<file path="src/rtl/seq_addr_pkg.sv">
package seq_addr_pkg;

   typedef enum logic [2:0] {
      CMD_STEP   = 3'd0,
      CMD_JUMP   = 3'd1,
      CMD_BRANCH = 3'd2,
      CMD_CALL   = 3'd3,
      CMD_RETURN = 3'd4
   } seq_cmd_e;

   typedef enum logic [2:0] {
      CND_ZERO     = 3'd0,
      CND_NONZERO  = 3'd1,
      CND_CARRY    = 3'd2,
      CND_NOCARRY  = 3'd3,
      CND_NEGATIVE = 3'd4,
      CND_POSITIVE = 3'd5
   } seq_cond_e;

   typedef struct packed {
      logic z;
      logic c;
      logic n;
      logic p;
   } seq_flags_t;

endpackage

</file>
<file path="src/rtl/seq_cond_eval.sv">
module seq_cond_eval
   import seq_addr_pkg::*;
(
   input  logic [2:0] cond_i,
   input  seq_flags_t flags_i,
   output logic       taken_o
);

   always_comb begin
      case (seq_cond_e'(cond_i))
         CND_ZERO:     taken_o = flags_i.z;
         CND_NONZERO:  taken_o = ~flags_i.z;
         CND_CARRY:    taken_o = flags_i.c;
         CND_NOCARRY:  taken_o = ~flags_i.c;
         CND_NEGATIVE: taken_o = flags_i.n;
         CND_POSITIVE: taken_o = flags_i.p;
         default:      taken_o = 1'b0;
      endcase
   end

   // the reserved codes 6 and 7 never select the target
   always_comb begin
      a_r4_reserved_never : assert (!(cond_i[2] && cond_i[1]) || !taken_o);
   end

endmodule

</file>
<file path="src/rtl/seq_ret_stack.sv">
module seq_ret_stack #(
   parameter int DATA_W = 12,
   parameter int DEPTH  = 8
) (
   input  logic              clk_i,
   input  logic              rst_ni,
   input  logic              push_i,
   input  logic              pop_i,
   input  logic [DATA_W-1:0] wr_data_i,
   output logic [DATA_W-1:0] rd_data_o,
   output logic              empty_o,
   output logic              full_o,
   output logic              ovf_o,
   output logic              unf_o
);

   localparam int SP_W = $clog2(DEPTH + 1);
   localparam logic [SP_W-1:0] SP_FULL = SP_W'(DEPTH);

   logic [SP_W-1:0]   sp_q;
   logic [SP_W-1:0]   rd_idx;
   logic [DATA_W-1:0] slot_view [DEPTH];
   logic              ovf_q, unf_q;

   initial begin
      a_r7_depth_ok : assert (DEPTH >= 1)
         else $error("seq_ret_stack: DEPTH must be at least 1");
      a_r3_width_ok : assert (DATA_W >= 2)
         else $error("seq_ret_stack: DATA_W must be at least 2");
   end

   assign empty_o = (sp_q == '0);
   assign full_o  = (sp_q == SP_FULL);

   // one register per slot, written only when the pointer names it
   for (genvar g = 0; g < DEPTH; g++) begin : g_slot
      logic [DATA_W-1:0] slot_q;
      always_ff @(posedge clk_i or negedge rst_ni) begin
         if (!rst_ni) begin
            slot_q <= '0;
         end else if (push_i && !full_o && (sp_q == SP_W'(g))) begin
            slot_q <= wr_data_i;
         end
      end
      assign slot_view[g] = slot_q;
   end

   // a return reads the slot just below the pointer
   assign rd_idx = empty_o ? '0 : (sp_q - SP_W'(1));

   always_comb begin
      rd_data_o = '0;
      for (int i = 0; i < DEPTH; i++) begin
         if (rd_idx == SP_W'(i)) rd_data_o = slot_view[i];
      end
   end

   always_ff @(posedge clk_i or negedge rst_ni) begin
      if (!rst_ni) begin
         sp_q <= '0;
      end else if (push_i && !full_o) begin
         sp_q <= sp_q + SP_W'(1);
      end else if (pop_i && !empty_o) begin
         sp_q <= sp_q - SP_W'(1);
      end
   end

   always_ff @(posedge clk_i or negedge rst_ni) begin
      if (!rst_ni) begin
         ovf_q <= 1'b0;
         unf_q <= 1'b0;
      end else begin
         if (push_i && full_o) ovf_q <= 1'b1;
         if (pop_i && empty_o) unf_q <= 1'b1;
      end
   end

   assign ovf_o = ovf_q;
   assign unf_o = unf_q;

   a_r7_sp_bound : assert property (@(posedge clk_i) disable iff (!rst_ni)
      sp_q <= SP_FULL);
   a_r5_push_grows : assert property (@(posedge clk_i) disable iff (!rst_ni)
      (push_i && !full_o) |=> (sp_q == $past(sp_q) + SP_W'(1)));
   a_r7_no_overflow : assert property (@(posedge clk_i) disable iff (!rst_ni)
      (push_i && full_o) |=> ($stable(sp_q) && ovf_o));
   a_r8_empty_pop : assert property (@(posedge clk_i) disable iff (!rst_ni)
      (pop_i && empty_o) |=> (empty_o && unf_o));
   a_r9_ovf_sticky : assert property (@(posedge clk_i) disable iff (!rst_ni)
      ovf_o |=> ovf_o);
   a_r9_unf_sticky : assert property (@(posedge clk_i) disable iff (!rst_ni)
      unf_o |=> unf_o);

endmodule

</file>
<file path="src/rtl/seq_next_addr.sv">
module seq_next_addr
   import seq_addr_pkg::*;
#(
   parameter int ADDR_W = 12
) (
   input  logic [ADDR_W-1:0] pc_i,
   input  logic [2:0]        cmd_i,
   input  logic              taken_i,
   input  logic [ADDR_W-1:0] target_i,
   input  logic [ADDR_W-1:0] pop_data_i,
   input  logic              empty_i,
   output logic [ADDR_W-1:0] pc_inc_o,
   output logic [ADDR_W-1:0] pc_next_o,
   output logic              push_o,
   output logic              pop_o
);

   assign pc_inc_o = pc_i + ADDR_W'(1);

   always_comb begin
      push_o    = 1'b0;
      pop_o     = 1'b0;
      pc_next_o = pc_inc_o;
      case (seq_cmd_e'(cmd_i))
         CMD_JUMP:   pc_next_o = target_i;
         CMD_BRANCH: pc_next_o = taken_i ? target_i : pc_inc_o;
         CMD_CALL: begin
            push_o    = 1'b1;
            pc_next_o = target_i;
         end
         CMD_RETURN: begin
            pop_o     = 1'b1;
            pc_next_o = empty_i ? pc_inc_o : pop_data_i;
         end
         default:    pc_next_o = pc_inc_o;
      endcase
   end

   // a single command never pushes and pops at once
   always_comb begin
      a_r6_push_pop_excl : assert (!(push_o && pop_o));
   end

endmodule

</file>
<file path="src/rtl/seq_addr_unit.sv">
module seq_addr_unit
   import seq_addr_pkg::*;
#(
   parameter int ADDR_W      = 12,
   parameter int STACK_DEPTH = 8
) (
   input  logic              clk_i,
   input  logic              rst_ni,
   input  logic [2:0]        cmd_i,
   input  logic [2:0]        cond_i,
   input  logic [ADDR_W-1:0] target_i,
   input  logic              z_i,
   input  logic              c_i,
   input  logic              n_i,
   input  logic              p_i,
   output logic [ADDR_W-1:0] pc_o,
   output logic              ovf_o,
   output logic              unf_o
);

   logic [ADDR_W-1:0] pc_q, pc_next, pc_inc, pop_data;
   logic              taken, push, pop, st_empty, st_full;
   seq_flags_t        flags;

   initial begin
      a_r2_addr_w_ok : assert (ADDR_W >= 2 && ADDR_W <= 32)
         else $error("seq_addr_unit: ADDR_W out of range");
   end

   assign flags = '{z: z_i, c: c_i, n: n_i, p: p_i};

   seq_cond_eval u_cond (
      .cond_i  (cond_i),
      .flags_i (flags),
      .taken_o (taken)
   );

   seq_next_addr #(.ADDR_W(ADDR_W)) u_next (
      .pc_i       (pc_q),
      .cmd_i      (cmd_i),
      .taken_i    (taken),
      .target_i   (target_i),
      .pop_data_i (pop_data),
      .empty_i    (st_empty),
      .pc_inc_o   (pc_inc),
      .pc_next_o  (pc_next),
      .push_o     (push),
      .pop_o      (pop)
   );

   seq_ret_stack #(.DATA_W(ADDR_W), .DEPTH(STACK_DEPTH)) u_stack (
      .clk_i     (clk_i),
      .rst_ni    (rst_ni),
      .push_i    (push),
      .pop_i     (pop),
      .wr_data_i (pc_inc),
      .rd_data_o (pop_data),
      .empty_o   (st_empty),
      .full_o    (st_full),
      .ovf_o     (ovf_o),
      .unf_o     (unf_o)
   );

   always_ff @(posedge clk_i or negedge rst_ni) begin
      if (!rst_ni) pc_q <= '0;
      else         pc_q <= pc_next;
   end

   assign pc_o = pc_q;

   a_r3_jump_loads : assert property (@(posedge clk_i) disable iff (!rst_ni)
      (cmd_i == 3'd1) |=> (pc_o == $past(target_i)));
   a_r5_call_loads : assert property (@(posedge clk_i) disable iff (!rst_ni)
      (cmd_i == 3'd3) |=> (pc_o == $past(target_i)));
   a_r2_step_wraps : assert property (@(posedge clk_i) disable iff (!rst_ni)
      (cmd_i == 3'd0 || cmd_i > 3'd4) |=> (pc_o == $past(pc_o) + ADDR_W'(1)));
   a_r4_not_taken : assert property (@(posedge clk_i) disable iff (!rst_ni)
      (cmd_i == 3'd2 && !taken) |=> (pc_o == $past(pc_o) + ADDR_W'(1)));
   a_r8_empty_return : assert property (@(posedge clk_i) disable iff (!rst_ni)
      (cmd_i == 3'd4 && st_empty) |=> (pc_o == $past(pc_o) + ADDR_W'(1)));
   a_r7_full_flag : assert property (@(posedge clk_i) disable iff (!rst_ni)
      (cmd_i == 3'd3 && st_full) |=> ovf_o);

endmodule

</file>
<file path="config.mk">
export PLATFORM = sky130hd
export DESIGN_NAME = seq_addr_unit
export DESIGN_NICKNAME = d
export VERILOG_FILES = /design/src/rtl/seq_addr_pkg.sv /design/src/rtl/seq_cond_eval.sv /design/src/rtl/seq_ret_stack.sv /design/src/rtl/seq_next_addr.sv /design/src/rtl/seq_addr_unit.sv
export SDC_FILE = /design/constraint.sdc
export NUM_CORES = 1
export LEC_CHECK = 0
export BUFFER_PORTS_ARGS = -buffer_cell sky130_fd_sc_hd__buf_2
export CAP_MARGIN = 20
export CORE_MARGIN = 8
export CORE_UTILIZATION = 61
export DETAILED_ROUTE_END_ITERATION = 8
export GPL_TIMING_DRIVEN = 0
export HOLD_SLACK_MARGIN = 0.03
export PLACE_DENSITY_LB_ADDON = 0.25
export SLEW_MARGIN = 25
export SYNTH_ARGS = -nofsm -noshare
export SYNTH_HDL_FRONTEND = slang
export SYNTH_HIERARCHICAL = 1
export SYNTH_SLANG_ARGS = --single-unit
</file>
<file path="constraint.sdc">
create_clock -name clk_i -period 5.75 [get_ports clk_i]
set_input_delay 1.4375 -clock clk_i [delete_from_list [all_inputs] [get_ports clk_i]]
set_output_delay 1.4375 -clock clk_i [all_outputs]
set_load 0.01 [all_outputs]
</file>
# --- Yosys cells after proc, flatten, opt, wreduce, memory -nomap -nowiden ---
# Index checks and enable logic that the tools add are counted.
op_classes:
  mul: 0
  n_addsub: 3
  mux: 17
  shifts: 0
  bitwise_logic: 2
  n_reduce_logical: 19
  eq_ne: 24
  n_lt_le_gt_ge: 0
  div: 0
ops:
  columns: ["operator", "count"]
  rows:
  - ["$mux W12", 10]
  - ["$pmux W12 S3", 1]
  - ["$eq A4 B3 Y1 const B", 8]
  - ["$eq A4 B2 Y1 const B", 4]
  - ["$add A12 B1 Y12 const B", 1]
  - ["$eq A3 B2 Y1 const B", 4]
  - ["$logic_and A1 B1 Y1", 12]
  - ["$mux W4", 3]
  - ["$eq A3 B3 Y1 const B", 3]
  - ["$eq A4 B1 Y1 const B", 2]
  - ["$logic_not A4 Y1", 2]
  - ["$eq A3 B1 Y1 const B", 2]
  - ["$pmux W1 S6", 1]
  - ["$add A4 B1 Y4 const B", 1]
  - ["$eq A4 B4 Y1 const B", 1]
  - ["$sub A4 B1 Y4 const B", 1]
  - ["$logic_not A3 Y1", 1]
  - ["$logic_not A1 Y1", 2]
  - ["$mux W1", 2]
  - ["$not A1 Y1", 2]
  - ["$reduce_bool A2 Y1", 1]
  - ["$reduce_or A2 Y1", 1]
totals:
  latchBits: 0
  wordCells: 77
  ff_bits: 114
  output_inout_bits: 14
  input_bits: 24
  mem_bits_rw: 0
  rom_bits: 0
  memories: 0

# --- Longest topological paths before layout ---
depth:
  depth_word: 13
  ltp_mapped: 13
  depth_no_buf: 10

# --- Hierarchy ---
# Netlist, hierarchy kept.
by_module_without_submodules:
  columns: ["module", "cells_each", "instances", "seq_area_each_um2", "area_per_inst_um2"]
  rows:
  - ["seq_ret_stack", 423, 1, 2552.4, 5058.6]
  - ["seq_next_addr", 63, 1, 0.0, 474.2]
  - ["seq_addr_unit", 12, 1, 300.3, 300.3]
  - ["seq_cond_eval", 5, 1, 0.0, 43.8]

# --- Worst setup path before layout ---
# OpenSTA, ideal clock, no wires.
synth_path:
  kind: "input port to flip-flop"
  from: "input cmd_i[1]"
  to: "register u_stack.g_slot[1].slot_q[10]"
  path_buffers: 2
  t_required_ns: 5.625
  setup_slack_ns: 2.834
  arrival_ns: 2.791
  setup_time_ns: 0.125
  path_stages: 7
  cell_sequence: "nand2_1 > nor2_1 > clkbuf_1 > nand2_1 > nor3_1 > buf_2 > mux2_2"
synth_via:
  elab_chain_len: 4
synth_rtl:
  columns: ["item", "line_no", "source"]
  rows:
  - ["from (decl)", "seq_addr_unit.sv:9", "input logic [2:0] cmd_i,"]
  - ["$eq A3 B2 Y1", "seq_next_addr.sv:24", "case (seq_cmd_e'(cmd_i))"]
  - ["$mux W1", "seq_next_addr.sv:24", null]
  - ["net push", "seq_addr_unit.sv:22", "logic taken, push, pop, st_empty, st_full;"]
  - ["$logic_and A1 B1 Y1 (2 in a row)", "seq_ret_stack.sv:41", "end else if (push_i && !full_o && (sp_q == SP_W'(g))) begin"]
  - ["to (signal assigned)", "seq_ret_stack.sv:42", "slot_q <= wr_data_i;"]
  - ["to (decl)", "seq_ret_stack.sv:37", "logic [DATA_W-1:0] slot_q;"]
# The timed path passes the listed nets, and every way through them passes these cells.
# A chain may end at the register's enable or synchronous reset.

# --- Worst setup path after layout ---
layout_path:
  from: "register u_stack.sp_q[0]"
  to: "register pc_q[7], in the netlist pc_o[7]"
layout_via:
  elab_chain_len: 13
  elab_cells_between_ends: 21
  classes_between: "add/sub: 1; eq/ne: 7; mux: 11; reduce/logical: 2"
layout_rtl:
  columns: ["item", "line_no", "source"]
  rows:
  - ["from (decl)", "seq_ret_stack.sv:20", "logic [SP_W-1:0] sp_q;"]
  - ["from (signal assigned)", "seq_ret_stack.sv:62", "sp_q <= sp_q + SP_W'(1);"]
  - ["from (signal assigned)", "seq_ret_stack.sv:64", "sp_q <= sp_q - SP_W'(1);"]
  - ["$sub A4 B1 Y4 / $logic_not A4 Y1 (equally long branches)", "seq_ret_stack.sv:49, seq_ret_stack.sv:32", null]
  - ["$mux W4 (*)", "seq_ret_stack.sv:49", "assign rd_idx = empty_o ? '0 : (sp_q - SP_W'(1));"]
  - ["$logic_not A4 Y1", "seq_ret_stack.sv:54", "if (rd_idx == SP_W'(i)) rd_data_o = slot_view[i];"]
  - ["$mux W12 (7 in a row)", "seq_ret_stack.sv:54", null]
  - ["$mux W12 (*)", "seq_ret_stack.sv:54", null]
  - ["net pop_data[7]", "seq_addr_unit.sv:21", "logic [ADDR_W-1:0] pc_q, pc_next, pc_inc, pop_data;"]
  - ["$mux W12 (*)", "seq_next_addr.sv:33", "pc_next_o = empty_i ? pc_inc_o : pop_data_i;"]
  - ["$pmux W12 S3 (*)", "seq_next_addr.sv:24", null]
  - ["net pc_next[7]", "seq_addr_unit.sv:21", null]
  - ["to (signal assigned)", "seq_addr_unit.sv:66", "else pc_q <= pc_next;"]
  - ["to (decl)", "seq_addr_unit.sv:21", null]
# The timed path passes the listed nets; every way through them passes the cells marked *.

==> flow_summary_export.csv <==
group,metric,value,unit
run_status,outcome,"finished, final reports clean",
critical_path,startpoint_type,"flop",
floorplanning,fp.dieH,114,um
route,wirelength,14.9,mm
power,power.static_leakage,3.25,nW
power,vdd_drop_max,0.230,mV
sta,slew_headroom,38.8,%
yosys,syn-cell-area,0.00588,sq mm
yosys,netlist_instances,503,
critical_path,slowest_delay,500,ps
sta,slew_violations,0,
flow_run,drv_cap,0,
sta,period_share,58.4,%
critical_path,worstPathCellList,"buf_6, inv_1, ha_1, clkbuf_1, buf_1, clkbuf_1, o21ai_0, a22oi_1, o22ai_1, a22o_1, a21o_1",
critical_path,cp_data_arrival_time,3770,ps
sta,hold_slack,448,ps
placed_design,place.gp.congestion,0.884,
cells_and_area,multi_input_area,0.00282,sq mm
floorplanning,initial_core_util,61.5,%
route,firstDrtPassIters,7,
critical_path,critPathKind,"reg2reg",
yosys,yosysMostFrequentCell,"dfrtp_1",
clocking,ctsResizeCount,0,
cells_and_area,layout.nets,591,
critical_path,cp.depth,11,
placed_design,place_ws,2290,ps
critical_path,cp.required,6160,ps
grt,grt_use_total,24.3,%
grt,grt_pass1_wl,24.3,mm
sta,tns,0,ps
clocking,cts_root_buffer,"clkbuf_8",
grt,antenna_found_initial,0,
critical_path,r2r_cells,11,
sta,hold_viol,0,
yosys,synthesis.nets,534,
placed_design,dp.cells,674,
yosys,synthTopCellsByCount,"114 x dfrtp_1, 96 x mux2_2, 25 x a21oi_1, 25 x nor2_1, 20 x nand2_1",
critical_path,cp_top_family,"buffers and inverters",
floorplanning,io_pins,38,
cells_and_area,seq_area,0.00285,sq mm
yosys,ys_types,58,
clocking,clock_latency,520,ps
sta,skew,7.19,ps
cells_and_area,drive_gt1_share,35.3,%
sta,min_period,3360,ps
yosys,yosysWarnings,6,
sta,setup_slack,2390,ps
grt,grt_pass1_vias,4587,
placed_design,port_buffers,37,
critical_path,rrSetupSlack,2390,ps
cells_and_area,area_delta_synth_final,16.7,%
placed_design,dpl.hpwl,10.5,mm
sta,rsz0062_at_grt,"no",
critical_path,r2r-start,"u_stack/sp_q[0]",
yosys,synth_area_leaders,"dfrtp_1 49%, mux2_2 18%, a22o_1 2.4%, a21oi_1 2.1%, nor2_1 1.6%",
cells_and_area,num_antenna_cells,0,
clocking,cts_max_path_buffers,2,
critical_path,crit_buf_inv,5,
clocking,htreeDepth,4,
worst_hold_path,min_path_type,"reg2reg",
yosys,syn_avg_cell_area,11.7,sq um
floorplanning,die_w,114,um
clocking,clk_pin_slew,50,ps
cells_and_area,stdcell_count,705,
route,wl_per_cell,21.1,um
yosys,async_flop_share,100,%
critical_path,endpoint_kind,"flop",
yosys,ys_seq_area_share,48.5,%
clocking,cts_tree,"done",
critical_path,cp_max_fo,10,
critical_path,crit_slowest_cell,"buf_1",
critical_path,startpoint,"u_stack/sp_q[0]",
yosys,synth_top_cell_area_share,48.5,%
yosys,synth_edf_count,0,
clocking,cts.sinks,114,
route,drc,0,
yosys,yosys_most_used_dff,"dfrtp_1",
route,vias,4440,
route,viasPerCell,6.30,
critical_path,r2r-end,"pc_o[7]",
grt,overflow,0,
floorplanning,core-area,0.00955,sq mm
grt,grt_max_degree,59,
sta,setup_viol,0,
critical_path,cpMostUsedCell,"clkbuf_1",
clocking,numCtsBuffers,17,
cells_and_area,nFillCells,682,
power,p_per_area,605,mW/mm^2
yosys,yosysTopAreaCell,"dfrtp_1",
clocking,post-cts-setup-buffers,0,
route,ant_nets,0,
critical_path,endpoint,"pc_o[7]",
route,drt_iter0_markers,363,
sta,worst_pin_slew,912,ps
sta,max_freq,298,MHz
floorplanning,rows,36,
yosys,synth.ff_latch_count,114,
clocking,cts_hold_buf,0,
floorplanning,die-area,0.0130,sq mm
metrics by stage:
step	util [%]	area (sq um)	power, mW
after floorplan	-	5880	2.52
after global placement	65.2	6230	2.95
after detailed placement	65.6	6260	3.03
after CTS	71.8	6860	4.12
after global routing	71.8	6860	4.37
final	71.8	6860	4.15
kinds of logic (layout without fill, tap and decap cells):
family                   after synthesis  count (layout)  synth area share [%]
flip-flops                           114             114                  48.5
buffers and inverters                 46             115                  3.53
adder cells (fa/ha/maj)                7               7                  1.49
multiplexers                          99              99                  18.9
AO/OA/AOI/OAI                        127             127                  16.3
AND/OR/NAND/NOR                       96              96                  9.01
XOR/XNOR                              14              14                  2.21
metal layers:
| layer | global-route usage [%] | routed length, um | vias to the layer above |
|---|---|---|---|
| met5 | 0 | 0 | - |
| met1 | 30.2 | 6280 | 2246 |
| met3 | 7.33 | 1190 | 28 |
| met4 | 10.1 | 294 | 0 |
| met2 | 38.6 | 7120 | 185 |
| li1 | - | - | 1981 |
area by class of cell:
| cell class | instances | share of cell area, % |
|---|---|---|
| Multi-Input combinational cell | 343 | 41.1 |
| Tap cell | 133 | 2.43 |
| Clock inverter | 10 | 2.32 |
| Buffer | 32 | 2.26 |
| Clock buffer | 21 | 6.40 |
| Sequential cell | 114 | 41.6 |
| Inverter | 14 | 0.766 |
| Timing Repair Buffer | 38 | 3.19 |
where the power goes:
group          switching (mW)  internal [mW]  total, mW
logic                    1.01          0.735       1.75
clock network           0.352          0.710       1.06
registers               0.222           1.12       1.34
total                    1.59           2.57       4.15
worst min path at each step:
stage	start	endpoint	slack (ps)	depth (start not counted)
after CTS	u_stack/ovf_o	u_stack/ovf_o	450	1
after global placement	u_stack/ovf_o	u_stack/ovf_o	430	1
after detailed placement	u_stack/ovf_o	u_stack/ovf_o	440	1
after floorplan	u_stack/g_slot[4].slot_q[0]	u_stack/g_slot[4].slot_q[0]	480	1
final	u_stack/ovf_o	u_stack/ovf_o	450	1
after global routing	u_stack/ovf_o	u_stack/ovf_o	470	1
worst register-to-register path, cell delays in order (launching register included):
cell and delay [ps]:
dfrtp_1 440, buf_6 170, inv_1 200, ha_1 200, clkbuf_1 370, buf_1 500
clkbuf_1 440, o21ai_0 230, a22oi_1 210, o22ai_1 130, a22o_1 230, a21o_1 150
registers in the layout, indices dropped and copies added (netlist names):
name,count
u_stack/g_slot.slot_q,96
u_stack/ovf_o,1
u_stack/unf_o,1
pc_o,12
u_stack/sp_q,4
cell usage in the layout (no fill, tap or decap), types with 5 or more instances in the layout:
| master | synthesis | final |
|---|---|---|
| nand2_1 | 20 | 20 |
| dfrtp_1 | 114 | 114 |
| ha_1 | 7 | 7 |
| clkbuf_16 | 0 | 16 |
| nor3_1 | 9 | 9 |
| a21o_1 | 12 | 12 |
| a22o_1 | 16 | 16 |
| buf_1 | 6 | 6 |
| a21oi_1 | 25 | 25 |
| nor2b_1 | 6 | 6 |
| o21ai_0 | 10 | 10 |
| nand3_1 | 9 | 9 |
| a22oi_1 | 8 | 8 |
| buf_2 | 12 | 48 |
| a221oi_1 | 8 | 8 |
| o22ai_1 | 12 | 12 |
| clkbuf_1 | 9 | 12 |
| mux2_2 | 96 | 96 |
| or3_1 | 5 | 5 |
| inv_1 | 13 | 13 |
| xor2_1 | 10 | 10 |
| o21a_1 | 7 | 7 |
| nor2_1 | 25 | 25 |
No activity file was read; power rests on OpenSTA's default activity.
